## src/rtl/gpio_evt_pkg.sv

```systemverilog
package gpio_evt_pkg;
    localparam int BANK_BITS = 32;
    localparam int SEL_W     = 3;

    localparam logic [SEL_W-1:0] SEL_RISE = 3'd0;
    localparam logic [SEL_W-1:0] SEL_FALL = 3'd1;
    localparam logic [SEL_W-1:0] SEL_HIGH = 3'd2;
    localparam logic [SEL_W-1:0] SEL_LOW  = 3'd3;
    localparam logic [SEL_W-1:0] SEL_STAT = 3'd4;

    typedef logic [BANK_BITS-1:0] bank_vec_t;

    typedef struct packed {
        bank_vec_t rise_en;
        bank_vec_t fall_en;
        bank_vec_t high_en;
        bank_vec_t low_en;
        bank_vec_t status;
        bank_vec_t prev;
    } bank_state_t;
endpackage

```

## src/rtl/gpio_evt_sync.sv

```systemverilog
module gpio_evt_sync #(
    parameter int WIDTH  = 8,
    parameter int STAGES = 2
) (
    input  logic             clk,
    input  logic             rst_n,
    input  logic [WIDTH-1:0] din,
    output logic [WIDTH-1:0] dout
);
    logic [WIDTH-1:0] stage_q [STAGES];
    logic [WIDTH-1:0] stage_d [STAGES];

    always_comb begin
        stage_d[0] = din;
        for (int i = 1; i < STAGES; i++) begin
            stage_d[i] = stage_q[i-1];
        end
    end

    always_ff @(posedge clk or negedge rst_n) begin
        if (!rst_n) begin
            for (int i = 0; i < STAGES; i++) begin
                stage_q[i] <= '0;
            end
        end else begin
            for (int i = 0; i < STAGES; i++) begin
                stage_q[i] <= stage_d[i];
            end
        end
    end

    assign dout = stage_q[STAGES-1];
endmodule

```

## src/rtl/gpio_evt_bank.sv

```systemverilog
module gpio_evt_bank
    import gpio_evt_pkg::*;
#(
    parameter int ACTIVE = 32
) (
    input  logic             clk,
    input  logic             rst_n,
    input  bank_vec_t        pin_s,
    input  logic             wr_en,
    input  logic [SEL_W-1:0] wr_sel,
    input  bank_vec_t        wr_data,
    input  logic [SEL_W-1:0] rd_sel,
    output bank_vec_t        rd_data,
    output logic             irq
);
    localparam bank_vec_t MASK = (ACTIVE >= BANK_BITS) ? '1 :
                                 bank_vec_t'((64'd1 << ACTIVE) - 64'd1);

    bank_state_t st_d, st_q;
    bank_vec_t   evt;
    bank_vec_t   clr;

    always_comb begin
        st_d = st_q;
        clr  = '0;
        evt  = (st_q.rise_en &  pin_s & ~st_q.prev)
             | (st_q.fall_en & ~pin_s &  st_q.prev)
             | (st_q.high_en &  pin_s)
             | (st_q.low_en  & ~pin_s);
        if (wr_en) begin
            case (wr_sel)
                SEL_RISE: st_d.rise_en = wr_data & MASK;
                SEL_FALL: st_d.fall_en = wr_data & MASK;
                SEL_HIGH: st_d.high_en = wr_data & MASK;
                SEL_LOW:  st_d.low_en  = wr_data & MASK;
                SEL_STAT: clr          = wr_data;
                default:  ;
            endcase
        end
        st_d.status = ((st_q.status & ~clr) | evt) & MASK;
        st_d.prev   = pin_s & MASK;
    end

    always_ff @(posedge clk or negedge rst_n) begin
        if (!rst_n) begin
            st_q <= '0;
        end else begin
            st_q <= st_d;
        end
    end

    always_comb begin
        case (rd_sel)
            SEL_RISE: rd_data = st_q.rise_en;
            SEL_FALL: rd_data = st_q.fall_en;
            SEL_HIGH: rd_data = st_q.high_en;
            SEL_LOW:  rd_data = st_q.low_en;
            SEL_STAT: rd_data = st_q.status;
            default:  rd_data = '0;
        endcase
    end

    assign irq = |st_q.status;

    a_r2_rise_sets: assert property (@(posedge clk) disable iff (!rst_n)
        1'b1 |=> (($past(st_q.rise_en & pin_s & ~st_q.prev) & ~st_q.status) == '0));

    a_r3_fall_sets: assert property (@(posedge clk) disable iff (!rst_n)
        1'b1 |=> (($past(st_q.fall_en & ~pin_s & st_q.prev) & ~st_q.status) == '0));

    a_r5_high_holds: assert property (@(posedge clk) disable iff (!rst_n)
        1'b1 |=> (($past(st_q.high_en & pin_s) & ~st_q.status) == '0));

    a_r6_low_holds: assert property (@(posedge clk) disable iff (!rst_n)
        1'b1 |=> (($past(st_q.low_en & ~pin_s) & ~st_q.status) == '0));

    a_r11_no_unarmed_set: assert property (@(posedge clk) disable iff (!rst_n)
        1'b1 |=> ((st_q.status & ~$past(st_q.status) &
                   ~$past(st_q.rise_en | st_q.fall_en | st_q.high_en | st_q.low_en)) == '0));
endmodule

```

## src/rtl/gpio_evt_detect.sv

```systemverilog
module gpio_evt_detect
    import gpio_evt_pkg::*;
#(
    parameter  int NUM_PINS   = 54,
    localparam int NBANKS     = (NUM_PINS + BANK_BITS - 1) / BANK_BITS,
    localparam int BANK_IDX_W = (NBANKS > 1) ? $clog2(NBANKS) : 1,
    localparam int ADDR_W     = BANK_IDX_W + SEL_W
) (
    input  logic                 clk,
    input  logic                 rst_n,
    input  logic [NUM_PINS-1:0]  pins_i,
    input  logic                 reg_we,
    input  logic [ADDR_W-1:0]    reg_addr,
    input  logic [BANK_BITS-1:0] reg_wdata,
    output logic [BANK_BITS-1:0] reg_rdata,
    output logic [NBANKS-1:0]    irq_o
);
    localparam int PAD_W = NBANKS * BANK_BITS;

    logic [NUM_PINS-1:0]   pins_s;
    logic [PAD_W-1:0]      pins_pad;
    logic [BANK_IDX_W-1:0] bank_idx;
    logic [SEL_W-1:0]      sel;
    bank_vec_t             bank_rd [NBANKS];

    assign bank_idx = reg_addr[ADDR_W-1:SEL_W];
    assign sel      = reg_addr[SEL_W-1:0];

    gpio_evt_sync #(.WIDTH(NUM_PINS), .STAGES(2)) u_sync (
        .clk   (clk),
        .rst_n (rst_n),
        .din   (pins_i),
        .dout  (pins_s)
    );

    always_comb begin
        pins_pad = '0;
        pins_pad[NUM_PINS-1:0] = pins_s;
    end

    for (genvar b = 0; b < NBANKS; b++) begin : g_bank
        localparam int REMAIN = NUM_PINS - b * BANK_BITS;
        localparam int ACT    = (REMAIN > BANK_BITS) ? BANK_BITS : REMAIN;

        gpio_evt_bank #(.ACTIVE(ACT)) u_bank (
            .clk     (clk),
            .rst_n   (rst_n),
            .pin_s   (pins_pad[b*BANK_BITS +: BANK_BITS]),
            .wr_en   (reg_we && (bank_idx == BANK_IDX_W'(b))),
            .wr_sel  (sel),
            .wr_data (reg_wdata),
            .rd_sel  (sel),
            .rd_data (bank_rd[b]),
            .irq     (irq_o[b])
        );
    end

    always_comb begin
        reg_rdata = '0;
        for (int b = 0; b < NBANKS; b++) begin
            if (bank_idx == BANK_IDX_W'(b)) begin
                reg_rdata = bank_rd[b];
            end
        end
    end

    a_r9_irq_quiet_after_reset: assert property (@(posedge clk) disable iff (!rst_n)
        $rose(rst_n) |-> (irq_o == '0));
endmodule

```

## config.mk

```make
export PLATFORM = sky130hd
export DESIGN_NAME = gpio_evt_detect
export DESIGN_NICKNAME = d
export VERILOG_FILES = /design/src/rtl/gpio_evt_pkg.sv /design/src/rtl/gpio_evt_sync.sv /design/src/rtl/gpio_evt_bank.sv /design/src/rtl/gpio_evt_detect.sv
export SDC_FILE = /design/constraint.sdc
export NUM_CORES = 1
export LEC_CHECK = 0
export BUFFER_PORTS_ARGS = -buffer_cell sky130_fd_sc_hd__buf_2
export CAP_MARGIN = 10
export CORE_AREA = 5 5 172 174
export DETAILED_ROUTE_END_ITERATION = 8
export DIE_AREA = 0 0 177 179
export GPL_ROUTABILITY_DRIVEN = 0
export GPL_TIMING_DRIVEN = 0
export PLACE_DENSITY = 0.84
export REMOVE_ABC_BUFFERS = 1
export SKIP_CTS_REPAIR_TIMING = 1
export SYNTH_ARGS = -nofsm -noshare
export SYNTH_HDL_FRONTEND = slang
export SYNTH_SLANG_ARGS = --single-unit
```

## constraint.sdc

```tcl
create_clock -name clk -period 3.8 [get_ports clk]
set_input_delay 0.76 -clock clk [delete_from_list [all_inputs] [get_ports clk]]
set_output_delay 0.76 -clock clk [all_outputs]
set_load 0.005 [all_outputs]
```

* After elaboration in Yosys (flattened, before gate mapping)
Cells that the tools add are included.
W data, S select, Z words.
** Cells by class
- Add/subtract/negate cells :: 0
- Multipliers :: 0
- Div/mod/pow operators :: 0
- Order comparisons :: 0
- Eq/ne operators :: 4
- Shift operators :: 0
- Mux-type cells :: 6
- Bitwise logic cells :: 29
- Reductions and logical operators :: 13
** Operator list (number)
- $and A32 B32 Y32 :: 7
- $pmux W32 S5 :: 1
- $and A22 B22 Y22 :: 7
- $or A32 B32 Y32 :: 4
- $pmux W22 S5 :: 1
- $mux W32 :: 3
- $not A32 Y32 :: 3
- $or A22 B22 Y22 :: 4
- $not A22 Y22 :: 3
- $reduce_or A32 Y1 :: 1
- $mux W22 :: 1
- $reduce_or A22 Y1 :: 1
- $reduce_and A2 Y1 :: 8
- $eq A3 B2 Y1 const B :: 2
- $eq A3 B1 Y1 const B :: 1
- $eq A3 B3 Y1 const B :: 1
- $logic_not A3 Y1 :: 1
- $logic_and A1 B1 Y1 :: 2
- $not A1 Y1 :: 1
** Word-level totals
- Register bits after elaboration :: 432
- Bits in latches :: 0
- Bits in writable memories :: 0
- ROM bits :: 0
- Bits of input ports :: 93
- Output and inout port bits :: 34
- Memories :: 0

* Longest topological paths before layout
- Word-level depth :: 7
- Gate-level depth with buffers :: 7
- Mapped depth without buffers :: 4

* Cells and area by module
A second synthesis with hierarchy kept.
** Second synthesis, totals
- Cells, all modules :: 1342
- Area, all modules :: 18092.4 µm²
** By module, submodules not included
- gpio_evt_bank (g_bank[0].u_bank) :: times used 1, cells an instance 702, area each 8740.9 µm², seq. area each 4804.6 µm²
- gpio_evt_bank (g_bank[1].u_bank) :: times used 1, cells an instance 493, area each 6100.9 µm², seq. area each 3303.2 µm²
- gpio_evt_sync :: times used 1, cells an instance 108, area each 2702.6 µm², seq. area each 2702.6 µm²
- gpio_evt_detect :: times used 1, cells an instance 39, area each 548.0 µm², seq. area each 0.0 µm²

* Least setup slack after synthesis
No wires, ideal clock.
- Kind :: input to output
- Start :: input reg_addr[0]
- End :: output reg_rdata[15]
- Data arrival time :: 1.956 ns
- Required time :: 3.040 ns
- Setup slack :: 1.084 ns
- Stages on the path :: 6
- Path buffers :: 2
- Cell sequence :: buf_2 > buf_2 > mux2_2 > a22oi_1 > o22ai_1 > a22o_1
** Between the ends
- Cells in the longest elaborated chain, start to end :: 3
** RTL lines
- start, declared :: line gpio_evt_detect.sv:13 : input logic [ADDR_W-1:0] reg_addr,
- $eq A3 B3 Y1, or another cell as far along :: line gpio_evt_bank.sv:53 : case (rd_sel)
- $pmux W32 S5 or $pmux W22 S5 (tied branches) :: line gpio_evt_bank.sv:53
- $mux W32 * :: line gpio_evt_detect.sv:61 : if (bank_idx == BANK_IDX_W'(b)) begin
- end, declared :: line gpio_evt_detect.sv:15 : output logic [BANK_BITS-1:0] reg_rdata,
Every way passes the cells marked *; elsewhere a longest branch is shown, timed or not.

* Final worst setup path
- Start :: input reg_addr[0]
- End :: output reg_rdata[6]
Same word-level chain as after synthesis.

==> reports/qor.yml <==
r2r-end: "g_bank[1].u_bank.st_q[49]"
worst_pin_slew_ns: 1.00
insertion_delay_ns: 0.54
p_leak_nw: 8.88
fin_nets: 1549
antenna_found_initial: 2
cts.htree.levels: 2
drv_cap: 0
critPathKind: "in -> out"
final_util_pct: 73.8
cts_tree: "yes"
cp_max_fo: 47
drv_slew: 0
wl_per_cell_um: 23.2
postSynthCellCount: 1360
p_switching_w: 0.00294
end_kind: "primary output"
combPwrFrac_pct: 14.2
cts-root-buf: "clkbuf_16"
num_vias: 12000
drt.antenna.violating_nets: 0
core-area_um2: 27600
cp_slowest_cell: "a21boi_4"
start_util_pct: 64.4
area_growth_pct: 14.6
drc_errors: 0
maxSlewHeadroom_pct: 33.1
avgSynthCellArea_um2: 13.1
sequentialPowerShare_pct: 50.4
grt_max_degree: 127
first_global_vias: 12900
synth_edf_count: 0
power_frac_clock_pct: 35.5
rr_worst_depth: 3
cell_internal_pwr_w: 0.00847
fp.dieW_um: 177
worstPathArrival_ns: 2.90
synth_area_um2: 17800
synth_ff_type: "dfrtp_1"
hold_path.class: "in -> async"
synth.distinct_cells: 34
dr.pass1.iters: 5
holdWs_ns: 0.222
final_hold_viol_count: 0
grt_overflow_total: 0
top_level_ports: 127
crit_required_ns: 3.04
via_per_inst: 6.41
async_flop_share_pct: 100
finalSetupViolCount: 0
num_rows: 61
drive_above_1_share_pct: 33.4
worstSetupStartpoint: "reg_addr[0]"
rrSetupSlack_ns: 2.76
clk_pin_slew_ns: 0.06
numCtsBuffers: 43
hpwl_um: 25900
clock_skew_ns: 0.0125
power_density_nw_per_um2: 560
cts_buffer_depth: 3
finalWirelength_um: 43300
swShare_pct: 25.8
slowest_delay_ns: 0.81
min_period_ns: 3.66
grt_pass1_wl_um: 69200
grt_setup_unrepaired: "no"
clock_sinks: 432
outcome: "finished clean"
port_buffers: 126
cp_cell_sequence: "buf_4, buf_16, or2_1, a21boi_4, a22o_1, buf_2"
layout_setup_ws_ns: 0.139
pre_cts_slack_ns: -0.0846
yosysWarnings: 0
period_share_pct: 96.3
ys_seq_area_share_pct: 60.8
die_area_um2: 31700
r2r-start: "g_bank[1].u_bank.st_q[81]"
ir_drop_mv: 0.384
fmax_mhz: 273
drt_iter0_drc: 1221
worstSetupStartpointType: "primary input"
die_h_um: 179
synth-seq-cells: 432
grt.total_usage_pct: 27.8
state kept, by name (all words and copies together), names as in the netlist:
signal and flops:
u_sync.dout 54, g_bank.u_bank.st_q 324, u_sync.stage_d 54
critical path, delay by kind of cell:
| kind | cells | cell delay (ns) |
|---|---|---|
| AOI/OAI and AO/OA | 2 | 1.13 |
| buffers and inverters | 3 | 0.61 |
| and+or+nand+nor | 1 | 0.37 |
placed cells by master (no fill, tap or decap), types with 2 or more instances in the layout:
| cell | count |
|---|---|
| nor3b_1 | 2 |
| a21oi_1 | 109 |
| buf_4 | 3 |
| inv_1 | 55 |
| buf_6 | 4 |
| mux2_4 | 18 |
| buf_2 | 122 |
| and2_1 | 10 |
| a211oi_1 | 54 |
| a22oi_1 | 107 |
| clkbuf_16 | 44 |
| o22ai_1 | 54 |
| clkbuf_1 | 9 |
| buf_8 | 5 |
| a21o_1 | 54 |
| nand4_1 | 3 |
| mux2_2 | 249 |
| buf_16 | 11 |
| clkbuf_8 | 7 |
| mux2_1 | 3 |
| a22o_1 | 22 |
| nor4_1 | 12 |
| and3_2 | 2 |
| nor2b_4 | 2 |
| dfrtp_1 | 432 |
| nand2_1 | 56 |
| buf_12 | 6 |
| or4_1 | 2 |
| clkinv_2 | 12 |
cells by family after synthesis:
logic type / count (synthesis) / synth area share [%]
AOI/OAI and AO/OA: 402 / 15.2
buffers and inverters: 155 / 3.75
DFF: 432 / 60.8
muxes: 270 / 17.5
and+or+nand+nor: 101 / 2.77
synthesized netlist by cell type, types with 2 or more instances:
| master | count | area share [%] |
|---|---|---|
| a211oi_1 | 54 | 2.3 |
| a21o_1 | 54 | 2.3 |
| a21oi_1 | 110 | 3.1 |
| a22o_1 | 22 | 1.1 |
| a22oi_1 | 107 | 4.5 |
| and2_1 | 10 | 0.35 |
| and3_1 | 2 | 0.070 |
| buf_1 | 6 | 0.13 |
| buf_2 | 32 | 0.90 |
| buf_4 | 2 | 0.084 |
| buf_6 | 5 | 0.32 |
| clkbuf_1 | 55 | 1.2 |
| dfrtp_1 | 432 | 61 |
| inv_1 | 55 | 1.2 |
| mux2_1 | 3 | 0.19 |
| mux2_2 | 249 | 16 |
| mux2_4 | 18 | 1.5 |
| nand2_1 | 57 | 1.2 |
| nand3_1 | 2 | 0.056 |
| nand4_1 | 3 | 0.11 |
| nor2b_1 | 3 | 0.11 |
| nor3b_1 | 2 | 0.084 |
| nor4_1 | 12 | 0.42 |
| o22ai_1 | 54 | 1.9 |
| or4_1 | 2 | 0.084 |
how the worst max path moves through the flow:
stage | cells past startpoint | endpoint
6_report | 6 | reg_rdata[6]
3_5_place_dp | 9 | reg_rdata[6]
5_1_grt | 7 | reg_rdata[20]
4_1_cts | 9 | reg_rdata[6]
2_1_floorplan | 3 | g_bank[0].u_bank.st_q[128]
3_3_place_gp | 1 | u_sync.stage_d[14]
per-layer routing:
layer	track usage, %	up-vias	wire length, um
met5	0	-	7
met1	37.9	6100	17600
met4	10.3	2	1360
li1	-	5197	-
met2	44.8	532	21000
met3	5.80	120	3340
area by class of cell:
cell class / instances / area (um2)
clock inverters: 15 / 115
fillers: 1721 / 7250
flip-flops and latches: 432 / 10800
diodes: 1 / 2.50
repair buffers: 151 / 1180
well taps: 378 / 473
multi-input cells: 773 / 6360
inverters: 55 / 206
clock buffers: 60 / 1230
metrics by stage:
| step | setup TNS [ns] | cells | instance area, um2 | total power [W] |
|---|---|---|---|---|
| after floorplan | -69.01 | 1260 | 17300 | 0.00673 |
| final | 0 | 1865 | 20400 | 0.0114 |
| after global placement | -3712.15 | 1764 | 18400 | 0.00722 |
| after global routing | 0 | 1865 | 20400 | 0.0119 |
| after detailed placement | -0.578 | 1787 | 19000 | 0.00739 |
| after CTS | -0.451 | 1862 | 20400 | 0.0115 |
power groups by stage:
stage	combinational, W	clock (W)	sequential, W
2_1_floorplan	0.00110	0	0.00564
3_3_place_gp	0.00148	0	0.00575
3_5_place_dp	0.00159	0	0.00580
4_1_cts	0.00162	0.00410	0.00573
5_1_grt	0.00179	0.00429	0.00582
6_report	0.00162	0.00405	0.00575
Note: power is estimated with default switching activity, not from simulation.
